### src/rtl/irq_cause_pkg.sv
package irq_cause_pkg;

  localparam int REG_IDX_W = 3;

  typedef enum logic [REG_IDX_W-1:0] {
    IDX_MODE   = 3'd0,
    IDX_CAUSE  = 3'd1,
    IDX_MCAUSE = 3'd2,
    IDX_CSET   = 3'd3,
    IDX_MASK   = 3'd4,
    IDX_MSET   = 3'd5,
    IDX_MCLR   = 3'd6,
    IDX_RSVD   = 3'd7
  } reg_idx_e;

  typedef struct packed {
    logic wr_mode;
    logic wr_cause;
    logic wr_mcause;
    logic wr_cset;
    logic wr_mask;
    logic wr_mset;
    logic wr_mclr;
    logic rd_cause;
    logic rd_mcause;
    logic rd_any;
  } strobe_t;

endpackage

### src/rtl/irq_addr_dec.sv
module irq_addr_dec
  import irq_cause_pkg::*;
(
  input  logic                 en,
  input  logic                 we,
  input  logic [REG_IDX_W-1:0] addr,
  output strobe_t              stb
);

  reg_idx_e idx;

  always_comb begin
    idx = reg_idx_e'(addr);
    stb = '0;
    if (en) begin
      stb.rd_any = !we;
      unique case (idx)
        IDX_MODE:   stb.wr_mode   = we;
        IDX_CAUSE:  begin
          stb.wr_cause = we;
          stb.rd_cause = !we;
        end
        IDX_MCAUSE: begin
          stb.wr_mcause = we;
          stb.rd_mcause = !we;
        end
        IDX_CSET:   stb.wr_cset   = we;
        IDX_MASK:   stb.wr_mask   = we;
        IDX_MSET:   stb.wr_mset   = we;
        IDX_MCLR:   stb.wr_mclr   = we;
        default:    ;
      endcase
    end
  end

endmodule

### src/rtl/irq_ctl_regs.sv
module irq_ctl_regs
  import irq_cause_pkg::*;
#(
  parameter int W = 32
) (
  input  logic         clk,
  input  logic         rst_n,
  input  strobe_t      stb,
  input  logic [W-1:0] wdata,
  output logic [W-1:0] mode_q,
  output logic [W-1:0] mask_q
);

  logic [W-1:0] mode_d, mask_d;
  logic         mode_en, mask_en;

  always_comb begin
    mode_en = stb.wr_mode;
    mode_d  = wdata;
  end

  // Mask next state: one bit slice per source.
  for (genvar i = 0; i < W; i++) begin : g_mask
    always_comb begin
      mask_d[i] = mask_q[i];
      if (stb.wr_mask)      mask_d[i] = wdata[i];
      else if (stb.wr_mset) mask_d[i] = mask_q[i] | wdata[i];
      else if (stb.wr_mclr) mask_d[i] = mask_q[i] & ~wdata[i];
    end
  end

  always_comb mask_en = stb.wr_mask | stb.wr_mset | stb.wr_mclr;

  always_ff @(posedge clk or negedge rst_n) begin
    if (!rst_n) begin
      mode_q <= '0;
      mask_q <= '1;
    end else begin
      if (mode_en) mode_q <= mode_d;
      if (mask_en) mask_q <= mask_d;
    end
  end

endmodule

### src/rtl/irq_cause_bank.sv
module irq_cause_bank
  import irq_cause_pkg::*;
#(
  parameter int W = 32
) (
  input  logic         clk,
  input  logic         rst_n,
  input  strobe_t      stb,
  input  logic [W-1:0] wdata,
  input  logic [W-1:0] hw_event,
  input  logic [W-1:0] mode,
  input  logic [W-1:0] mask,
  output logic [W-1:0] cause_q
);

  logic [W-1:0] set_v, clr_v, cause_d;
  logic         cause_en;

  for (genvar i = 0; i < W; i++) begin : g_bit
    logic w1c_hit, cor_hit;
    always_comb begin
      // write-one-to-clear path, only for bits in W1C mode
      w1c_hit  = (stb.wr_cause | stb.wr_mcause) & wdata[i] & ~mode[i];
      // clear-on-read path, masked view clears only unmasked bits
      cor_hit  = mode[i] & (stb.rd_cause | (stb.rd_mcause & ~mask[i]));
      clr_v[i] = w1c_hit | cor_hit;
      set_v[i] = hw_event[i] | (stb.wr_cset & wdata[i]);
      // set has priority over clear
      cause_d[i] = (cause_q[i] & ~clr_v[i]) | set_v[i];
    end
  end

  always_comb cause_en = (|set_v) | (|clr_v);

  always_ff @(posedge clk or negedge rst_n) begin
    if (!rst_n) cause_q <= '0;
    else if (cause_en) cause_q <= cause_d;
  end

endmodule

### src/rtl/irq_rd_mux.sv
module irq_rd_mux
  import irq_cause_pkg::*;
#(
  parameter int W = 32
) (
  input  logic                 clk,
  input  logic                 rst_n,
  input  strobe_t              stb,
  input  logic [REG_IDX_W-1:0] addr,
  input  logic [W-1:0]         mode,
  input  logic [W-1:0]         cause,
  input  logic [W-1:0]         mask,
  output logic [W-1:0]         rdata,
  output logic                 rvalid
);

  logic [W-1:0] rdata_d;
  reg_idx_e     idx;

  always_comb begin
    idx = reg_idx_e'(addr);
    unique case (idx)
      IDX_MODE:   rdata_d = mode;
      IDX_CAUSE:  rdata_d = cause;
      IDX_MCAUSE: rdata_d = cause & ~mask;
      IDX_MASK:   rdata_d = mask;
      default:    rdata_d = '0;
    endcase
  end

  always_ff @(posedge clk or negedge rst_n) begin
    if (!rst_n) begin
      rdata  <= '0;
      rvalid <= 1'b0;
    end else begin
      rvalid <= stb.rd_any;
      if (stb.rd_any) rdata <= rdata_d;
    end
  end

endmodule

### src/rtl/irq_cause_regs.sv
module irq_cause_regs
  import irq_cause_pkg::*;
#(
  parameter int W = 32
) (
  input  logic                 clk,
  input  logic                 rst_n,
  input  logic                 bus_en,
  input  logic                 bus_we,
  input  logic [REG_IDX_W-1:0] bus_addr,
  input  logic [W-1:0]         bus_wdata,
  output logic [W-1:0]         bus_rdata,
  output logic                 bus_rvalid,
  input  logic [W-1:0]         hw_event,
  output logic                 irq_out
);

  strobe_t      stb;
  logic [W-1:0] mode_q, mask_q, cause_q;

  irq_addr_dec u_dec (
    .en   (bus_en),
    .we   (bus_we),
    .addr (bus_addr),
    .stb  (stb)
  );

  irq_ctl_regs #(.W(W)) u_ctl (
    .clk    (clk),
    .rst_n  (rst_n),
    .stb    (stb),
    .wdata  (bus_wdata),
    .mode_q (mode_q),
    .mask_q (mask_q)
  );

  irq_cause_bank #(.W(W)) u_cause (
    .clk      (clk),
    .rst_n    (rst_n),
    .stb      (stb),
    .wdata    (bus_wdata),
    .hw_event (hw_event),
    .mode     (mode_q),
    .mask     (mask_q),
    .cause_q  (cause_q)
  );

  irq_rd_mux #(.W(W)) u_rd (
    .clk    (clk),
    .rst_n  (rst_n),
    .stb    (stb),
    .addr   (bus_addr),
    .mode   (mode_q),
    .cause  (cause_q),
    .mask   (mask_q),
    .rdata  (bus_rdata),
    .rvalid (bus_rvalid)
  );

  always_comb irq_out = |(cause_q & ~mask_q);

endmodule

### config.mk
export PLATFORM = sky130hd
export DESIGN_NAME = irq_cause_regs
export DESIGN_NICKNAME = d
export VERILOG_FILES = /design/src/rtl/irq_cause_pkg.sv /design/src/rtl/irq_addr_dec.sv /design/src/rtl/irq_ctl_regs.sv /design/src/rtl/irq_cause_bank.sv /design/src/rtl/irq_rd_mux.sv /design/src/rtl/irq_cause_regs.sv
export SDC_FILE = /design/constraint.sdc
export NUM_CORES = 1
export LEC_CHECK = 0
export BUFFER_PORTS_ARGS = -buffer_cell sky130_fd_sc_hd__buf_2
export CAP_MARGIN = 10
export CORE_AREA = 2 2 131 133
export CTS_BUF_LIST = sky130_fd_sc_hd__clkbuf_8
export DETAILED_ROUTE_END_ITERATION = 6
export DIE_AREA = 0 0 133 135
export GPL_ROUTABILITY_DRIVEN = 1
export HOLD_SLACK_MARGIN = 0.02
export PLACE_DENSITY = 0.61
export SLEW_MARGIN = 10
export SYNTH_ARGS = -nofsm -noshare
export SYNTH_HDL_FRONTEND = slang
export SYNTH_HIERARCHICAL = 1
export SYNTH_SLANG_ARGS = --single-unit
### constraint.sdc
create_clock -name clk -period 1.7 [get_ports clk]
set_input_delay 0 -clock clk [delete_from_list [all_inputs] [get_ports clk]]
set_output_delay 0 -clock clk [all_outputs]
set_load 0.005 [all_outputs]
==> results of run 1 <==
how the worst min path moves through the flow:
stage,startpoint,end,cells after the start
6_report,bus_addr[2],u_rd/rdata[25]$_DFFE_PN0P_,4
5_1_grt,bus_addr[2],u_rd/rdata[25]$_DFFE_PN0P_,4
4_1_cts,bus_addr[2],u_rd/rdata[25]$_DFFE_PN0P_,4
3_5_place_dp,rst_n,u_rd/rdata[10]$_DFFE_PN0P_,2
3_3_place_gp,rst_n,u_rd/rdata[10]$_DFFE_PN0P_,2
2_1_floorplan,rst_n,u_cause/cause_q[0]$_DFFE_PN0P_,0
logic make-up after synthesis:
group / count (synthesis)
flip-flops: 129
AND/OR/NAND/NOR: 185
multiplexers: 32
AO/OA/AOI/OAI: 275
buffers and inverters: 92
routing by layer:
metal / track usage [%] / up-vias / share of wire [%] / routed length (µm)
met4: 8.78 / 0 / 1.7 / 416
met2: 46.3 / 311 / 48 / 11800
li1: - / 3094 / - / -
met5: 0 / - / 0 / 0
met3: 4.35 / 41 / 5.8 / 1440
met1: 38.0 / 3473 / 45 / 11100
power breakdown:
part | switching (W) | internal, W | leakage, nW
clock | 0.00126 | 0.00170 | 0.231
sequential | 0.000648 | 0.00372 | 1.45
combinational | 0.000783 | 0.00107 | 2.63
per-stage QoR:
| step | setup WS, ns | power (W) | setup TNS, ns | instances | util, % |
|---|---|---|---|---|---|
| after detailed placement | 0.0679 | 0.00601 | 0 | 1018 | 50.4 |
| final | -0.245 | 0.00918 | -0.245 | 1151 | 59.4 |
| after global placement | 0.0935 | 0.00594 | 0 | 1018 | 50.4 |
| after global routing | -0.350 | 0.00959 | -0.350 | 1151 | 59.4 |
| after CTS | -0.319 | 0.00917 | -0.319 | 1149 | 59.2 |
| after floorplan | 0.380 | 0.00526 | 0 | 713 | - |
worst max-delay path, stage by stage (launching register included):
cell     delay, ns
dfstp_2       0.61
o22ai_2       0.09
nor4_2        0.29
buf_4         0.16
nand4_1       0.16
buf_2         0.18
what timing repair did:
action	4_1_cts	5_1_grt
hold endpoints to repair	193	0
hold buffers	97	0
setup buffers	2	2
pin swaps	1	1
setup endpoints to repair	1	1
gates resized for setup	2	3
layout make-up:
class	count	share of cell area [%]
inverters	34	1.31
multi-input cells	492	38.8
repair buffers	244	19.0
clock inverters	12	1.68
flip-flops and latches	129	33.5
well taps	220	2.82
clock buffers	20	2.82
cell usage in the layout (no fill, tap or decap), types with 3 or more instances in the layout:
cell / netlist / final
a211o_1: 31 / 31
a21oi_1: 33 / 33
a221o_1: 31 / 31
a32o_1: 32 / 32
buf_12: 0 / 3
buf_2: 31 / 103
buf_4: 2 / 41
bufinv_16: 0 / 4
clkbuf_8: 0 / 20
clkinv_2: 0 / 4
dfrtp_1: 97 / 97
dfstp_2: 32 / 32
dlygate4sd3_1: 0 / 97
inv_1: 34 / 36
mux2_1: 11 / 11
mux2_2: 21 / 21
nand2_1: 34 / 34
nor2_1: 6 / 3
nor2_2: 0 / 3
nor2b_1: 35 / 33
nor2b_4: 30 / 30
nor3_2: 0 / 3
nor3b_1: 32 / 32
nor4_2: 0 / 3
nor4bb_1: 32 / 32
o21a_1: 32 / 32
o21ai_0: 48 / 48
o21ai_1: 49 / 49
o22ai_1: 17 / 14
o22ai_2: 0 / 3
==> metrics.txt, run 1 <==
status finished with violations; violated checks negative setup slack; vias 6919; cells after synthesis 713; Worst slew margin 47.2%; Clock Path Buffers 2; count leader, synth dfrtp_1; Post-synth EDFFs 0; RD Place Congestion 0.826; Design Area, Final 9750 µm²; Tmin final 1.95 ns; Slew Viols, Final 0; endpoints failing setup 1; most instantiated cells after synthesis 97 x dfrtp_1, 49 x o21ai_1, 48 x o21ai_0; clock sink count 129; initial antenna violation count 0; post-synthesis mux area share 4.82%; RSZ-0062 raised after global routing yes; register area share after synthesis 43.8%; row count 47; nets 989; Max H-tree Level 4; Die W 133 µm; vias in the first global route 7000; TritonCTS buffer count 17; Ports 105; xor-xnor portion of the synthesized cell area 0%; hold slack 0.0993 ns; pwr/cell area 942 nW/µm²; VDD IR-drop max 0.000570 V; Yosys cell types 37; post-synthesis async set-or-reset flop share 100%; mean post-synth cell area 10.5 µm²; 1st-iter DRT viols 573; GRT Residual Overflow 0; CP Capture Point irq_out; largest net degree at the start of global routing 130; placed inst area 8280 µm²; area of the multi-input gates 3780 µm²; Adder-Cell Fraction of Synth Area 0%; reg-to-reg critical path endpoint u_rd/rdata[16]$_DFFE_PN0P_; Synth area leader dfrtp_1; final hold vios 0; clk slew on worst S/H paths 0.08 ns; Core Area 16400 µm²; setup ws final -0.245 ns; Register Area 3270 µm²; Top FF cell, synth dfrtp_1; die area 18000 µm²; critical path class reg2out; gr usage total 28.0%; setup slack, reg-to-reg 0.24 ns; Max Cap Violations 0; crit-path max FO 5; FF-to-FF path depth 4; flops & latches, synth 129; Filler cells 1379; Slew @ Worst Pin 0.789 ns; Initial Utilization 45.5%; Critical Path AT 1.95 ns; largest family of logic cells by synthesized area compound AO/OA/AOI/OAI gates; first-pass GRT wire length 39000 µm; area grow syn2layout 30.5%; Synth Area in Compound Gates 25.6%; fmax 0.514 GHz; worst-skew pair later-pin latency 0.45 ns; DP HPWL 15300 µm; Vias/cell 6.01; Crit. End Element output pin; die height 135 µm; ant diodes 0; fin crit share 114%; Worst Path Required 1.70 ns; Synth Warn # 6; Leak 4.32 nW; drt wl/cell 21.5 µm; area of the mapped netlist 7470 µm²; Final ANT Viol Nets 0; Fin Clk Skew 0.0102 ns; first-pass detailed-route iteration total 5; Root Driver clkbuf_8; Setup crit start kind flip-flop; IO buf count 104; CTS tree done; syn nets 784; fraction of layout cells with a size suffix above 1 29.4%; area share of the largest cell type after synthesis 32.5%; total wire length 24700 µm; number of remaining DRC errors 0; post-synthesis simple-gate area fraction 19.3%; Hold Crit Class in2reg; top cells by area, synth dfrtp_1 32%, dfstp_2 11%, nor2b_4 5.5%
Power figures use the tool's default switching activity.
==> run 2, diff against run 1 <==
Settings changed: CORE_AREA 2 2 131 133 to 2 2 115 117, DIE_AREA 0 0 133 135 to 0 0 117 119, PLACE_DENSITY 0.61 to 0.78, RECOVER_POWER set to 100.
==> run 2 against run 1 <==
  * The run still ends with negative setup slack left
  * Sequential share of layout area increased by 0.34 points
  * Utilization rose by 16 points
  * Combinational power up 10%
  * First-iteration DRC count rose by 73%
  * Global-route usage grew 7.9 points
  * Hold slack better by 0.088 ns
  * Maximum frequency grew 5.3%
  * Wire length shrank 1.6%
  * Die area is 22% lower
  * Critical path type unchanged
  * Largest power group unchanged
==> metrics.txt, run 2 (same netlist as run 1, synthesis figures left out) <==
P_sw 0.00267 W (-0.99%); crit-path max FO 2 (-3); Crit path buffers/inverters 2 (unchanged); critical path cell sequence o22ai_2 -> nor4_2 -> buf_4 -> nand4_1 -> buf_2; vias in the first global route 7460 (+6.6%); setup TNS -0.227 ns (+0.0180 ns); Vias/cell 6.43 (+7.0%); GRT Residual Overflow 0 (unchanged); largest net degree at the start of global routing 45 (-65%); Worst slew margin 18.8% (-28 points); gr usage total 35.9% (+7.9 points); reg-to-reg critical path endpoint u_rd/rdata[30]$_DFFE_PN0P_; Max Cap Violations 0 (unchanged); Die W 117 µm (-12%); Worst Path Required 1.70 ns (about the same); ant diodes 0 (unchanged); area grow syn2layout 29.2%; Ports 105 (unchanged); CTS tree done; RD Place Congestion 0.887 (+7.4%); clock sink count 129 (unchanged); Clk pwr share 29.5% (-2.7 points); area of the multi-input gates 3760 µm² (-0.50%); 1st-iter DRT viols 989 (+73%); Filler cells 891 (-35%); Slew Viols, Final 0 (unchanged); row count 42 (-11%); Initial Utilization 58.0% (+12 points); hold depth 4 (unchanged); setup ws final -0.148 ns (+0.0973 ns); endpoints failing setup 7 (+6); clk slew on worst S/H paths 0.07 ns (about the same); first-pass GRT wire length 38100 µm (-2.2%); Tmin final 1.85 ns (-0.0973 ns); Switching Fraction 29.8% (+0.46 points); Crit. End Element output pin; Clock Path Buffers 2 (unchanged); die height 119 µm (-12%); VDD IR-drop max 0.000642 V (+13%); DP HPWL 14500 µm (-5.0%); Max H-tree Level 4 (unchanged); pwr/cell area 928 nW/µm² (-1.5%); total wire length 24300 µm (-1.6%); fin crit share 109% (-5.7 points); Critical-path top delay cell dfstp_2; Leak 4.25 nW (-1.5%); final hold vios 0 (unchanged); drt wl/cell 21.7 µm (+1.1%); Hold Crit Class in2reg; initial antenna violation count 0 (unchanged); TritonCTS buffer count 17 (unchanged); IO buf count 104 (unchanged); setup slack, reg-to-reg 0.10 ns (-0.14 ns); RSZ-0062 raised after global routing yes; pre-CTS setup slack 0.164 ns (+0.0964 ns); FF-to-FF path depth 4 (unchanged); most frequent cells in the layout 97 x dlygate4sd3_1, 97 x dfrtp_1, 84 x buf_2; die area 13900 µm² (-22%); DP Cell Count 972 (-4.5%); Logic pwr share 22.7% (+2.5 points); status finished with violations; fraction of layout cells with a size suffix above 1 25.8% (-3.6 points); worst-skew pair later-pin latency 0.45 ns (about the same); nets 1002 (+1.3%); Int Pwr 0.00629 W (-3.1%); number of remaining DRC errors 0 (unchanged); Root Driver clkbuf_8; Slew @ Worst Pin 1.22 ns (+0.429 ns); violated checks negative setup slack; first-pass detailed-route iteration total 6 (+1); hold path start bus_addr[2]; Final ANT Viol Nets 0 (unchanged); critical path class reg2out; Core Area 12900 µm² (-22%); hold endpoint u_rd/rdata[25]$_DFFE_PN0P_; Critical Path AT 1.85 ns (-0.10 ns); sequential share of power 47.7% (about the same); fmax 0.541 GHz (+5.3%); Crit path max-delay family flip-flops; Fin Clk Skew 0.00973 ns (-0.000467 ns); vias 7204 (+4.1%); Setup crit start kind flip-flop; number of non-filler instances in the completed layout 1120 (-2.7%); Register Area 3270 µm² (unchanged); slowest stage delay, CP 0.56 ns (-0.05 ns)
[run 2: cell types whose count changed in the layout (fill, tap and decap cells not counted), sizes merged]
cell	previous run	this run
clkbuf	20	57
buf	147	125
inv	36	39
clkinv	5	3
clkinvlp	1	0
bufinv	4	2
[run 2: timing repair]
| action | CTS | global route |
|---|---|---|
| resized for setup | 2 | 3 |
| endpoints found under the hold margin | 195 | 0 |
| setup endpoints to repair | 1 | 23 |
| pin swaps | 5 | 3 |
| hold buffers | 98 | 0 |
| buffers inserted | 11 | 7 |
[run 2: power groups by stage]
stage / Combinational, W / Sequential (W) / Clock [W]
finish: 0.00204 / 0.00427 / 0.00265
global route: 0.00217 / 0.00434 / 0.00280
CTS: 0.00194 / 0.00428 / 0.00268
detailed placement: 0.00156 / 0.00441 / 0
global placement: 0.00150 / 0.00438 / 0
floorplan: 0.00103 / 0.00424 / 0
[run 2: how the worst max path moves through the flow]
stage,startpoint,end,slack (ns),depth (start not counted)
6_report,flip-flop,irq_out,-0.15,5
5_1_grt,flip-flop,irq_out,-0.21,5
4_1_cts,flip-flop,irq_out,-0.12,5
3_5_place_dp,bus_addr[1],u_cause/cause_q[13]$_DFFE_PN0P_,0.16,8
3_3_place_gp,flip-flop,irq_out,0.14,5
2_1_floorplan,flip-flop,u_rd/rdata[23]$_DFFE_PN0P_,0.38,3
[run 2: through the flow]
| step | instance area, µm² | utilization [%] | hold slack (ns) | total power, W |
|---|---|---|---|---|
| final | 9650 | 74.9 | 0.187 | 0.00895 |
| after global routing | 9650 | 74.9 | 0.186 | 0.00931 |
| after floorplan | 7470 | - | -0.296 | 0.00526 |
| after detailed placement | 8240 | 64.0 | -0.0532 | 0.00597 |
| after global placement | 8240 | 64.0 | -0.0544 | 0.00588 |
| after CTS | 9710 | 75.4 | 0.0985 | 0.00889 |
[run 2: tightest hold or removal path, stage by stage]
cell	delay (ns)
buf_2	0.18
a21oi_1	0.10
o21ai_0	0.21
o22ai_1	0.09
[run 2: layout make-up]
type                    instances  area share [%]
repair buffers                257            19.4
inverters                      34            1.32
clock buffers                  22            3.14
flip-flops and latches        129            33.9
multi-input cells             492            39.0
clock inverters                10           0.973
well taps                     176            2.28
[run 2: per-layer routing]
metal | vias to the layer above | global-route usage (%) | wire (µm)
met4 | 0 | 15.7 | 861
met2 | 476 | 59.1 | 11900
li1 | 3121 | - | -
met1 | 3517 | 44.9 | 9240
met3 | 90 | 8.19 | 2290
met5 | - | 0 | 0
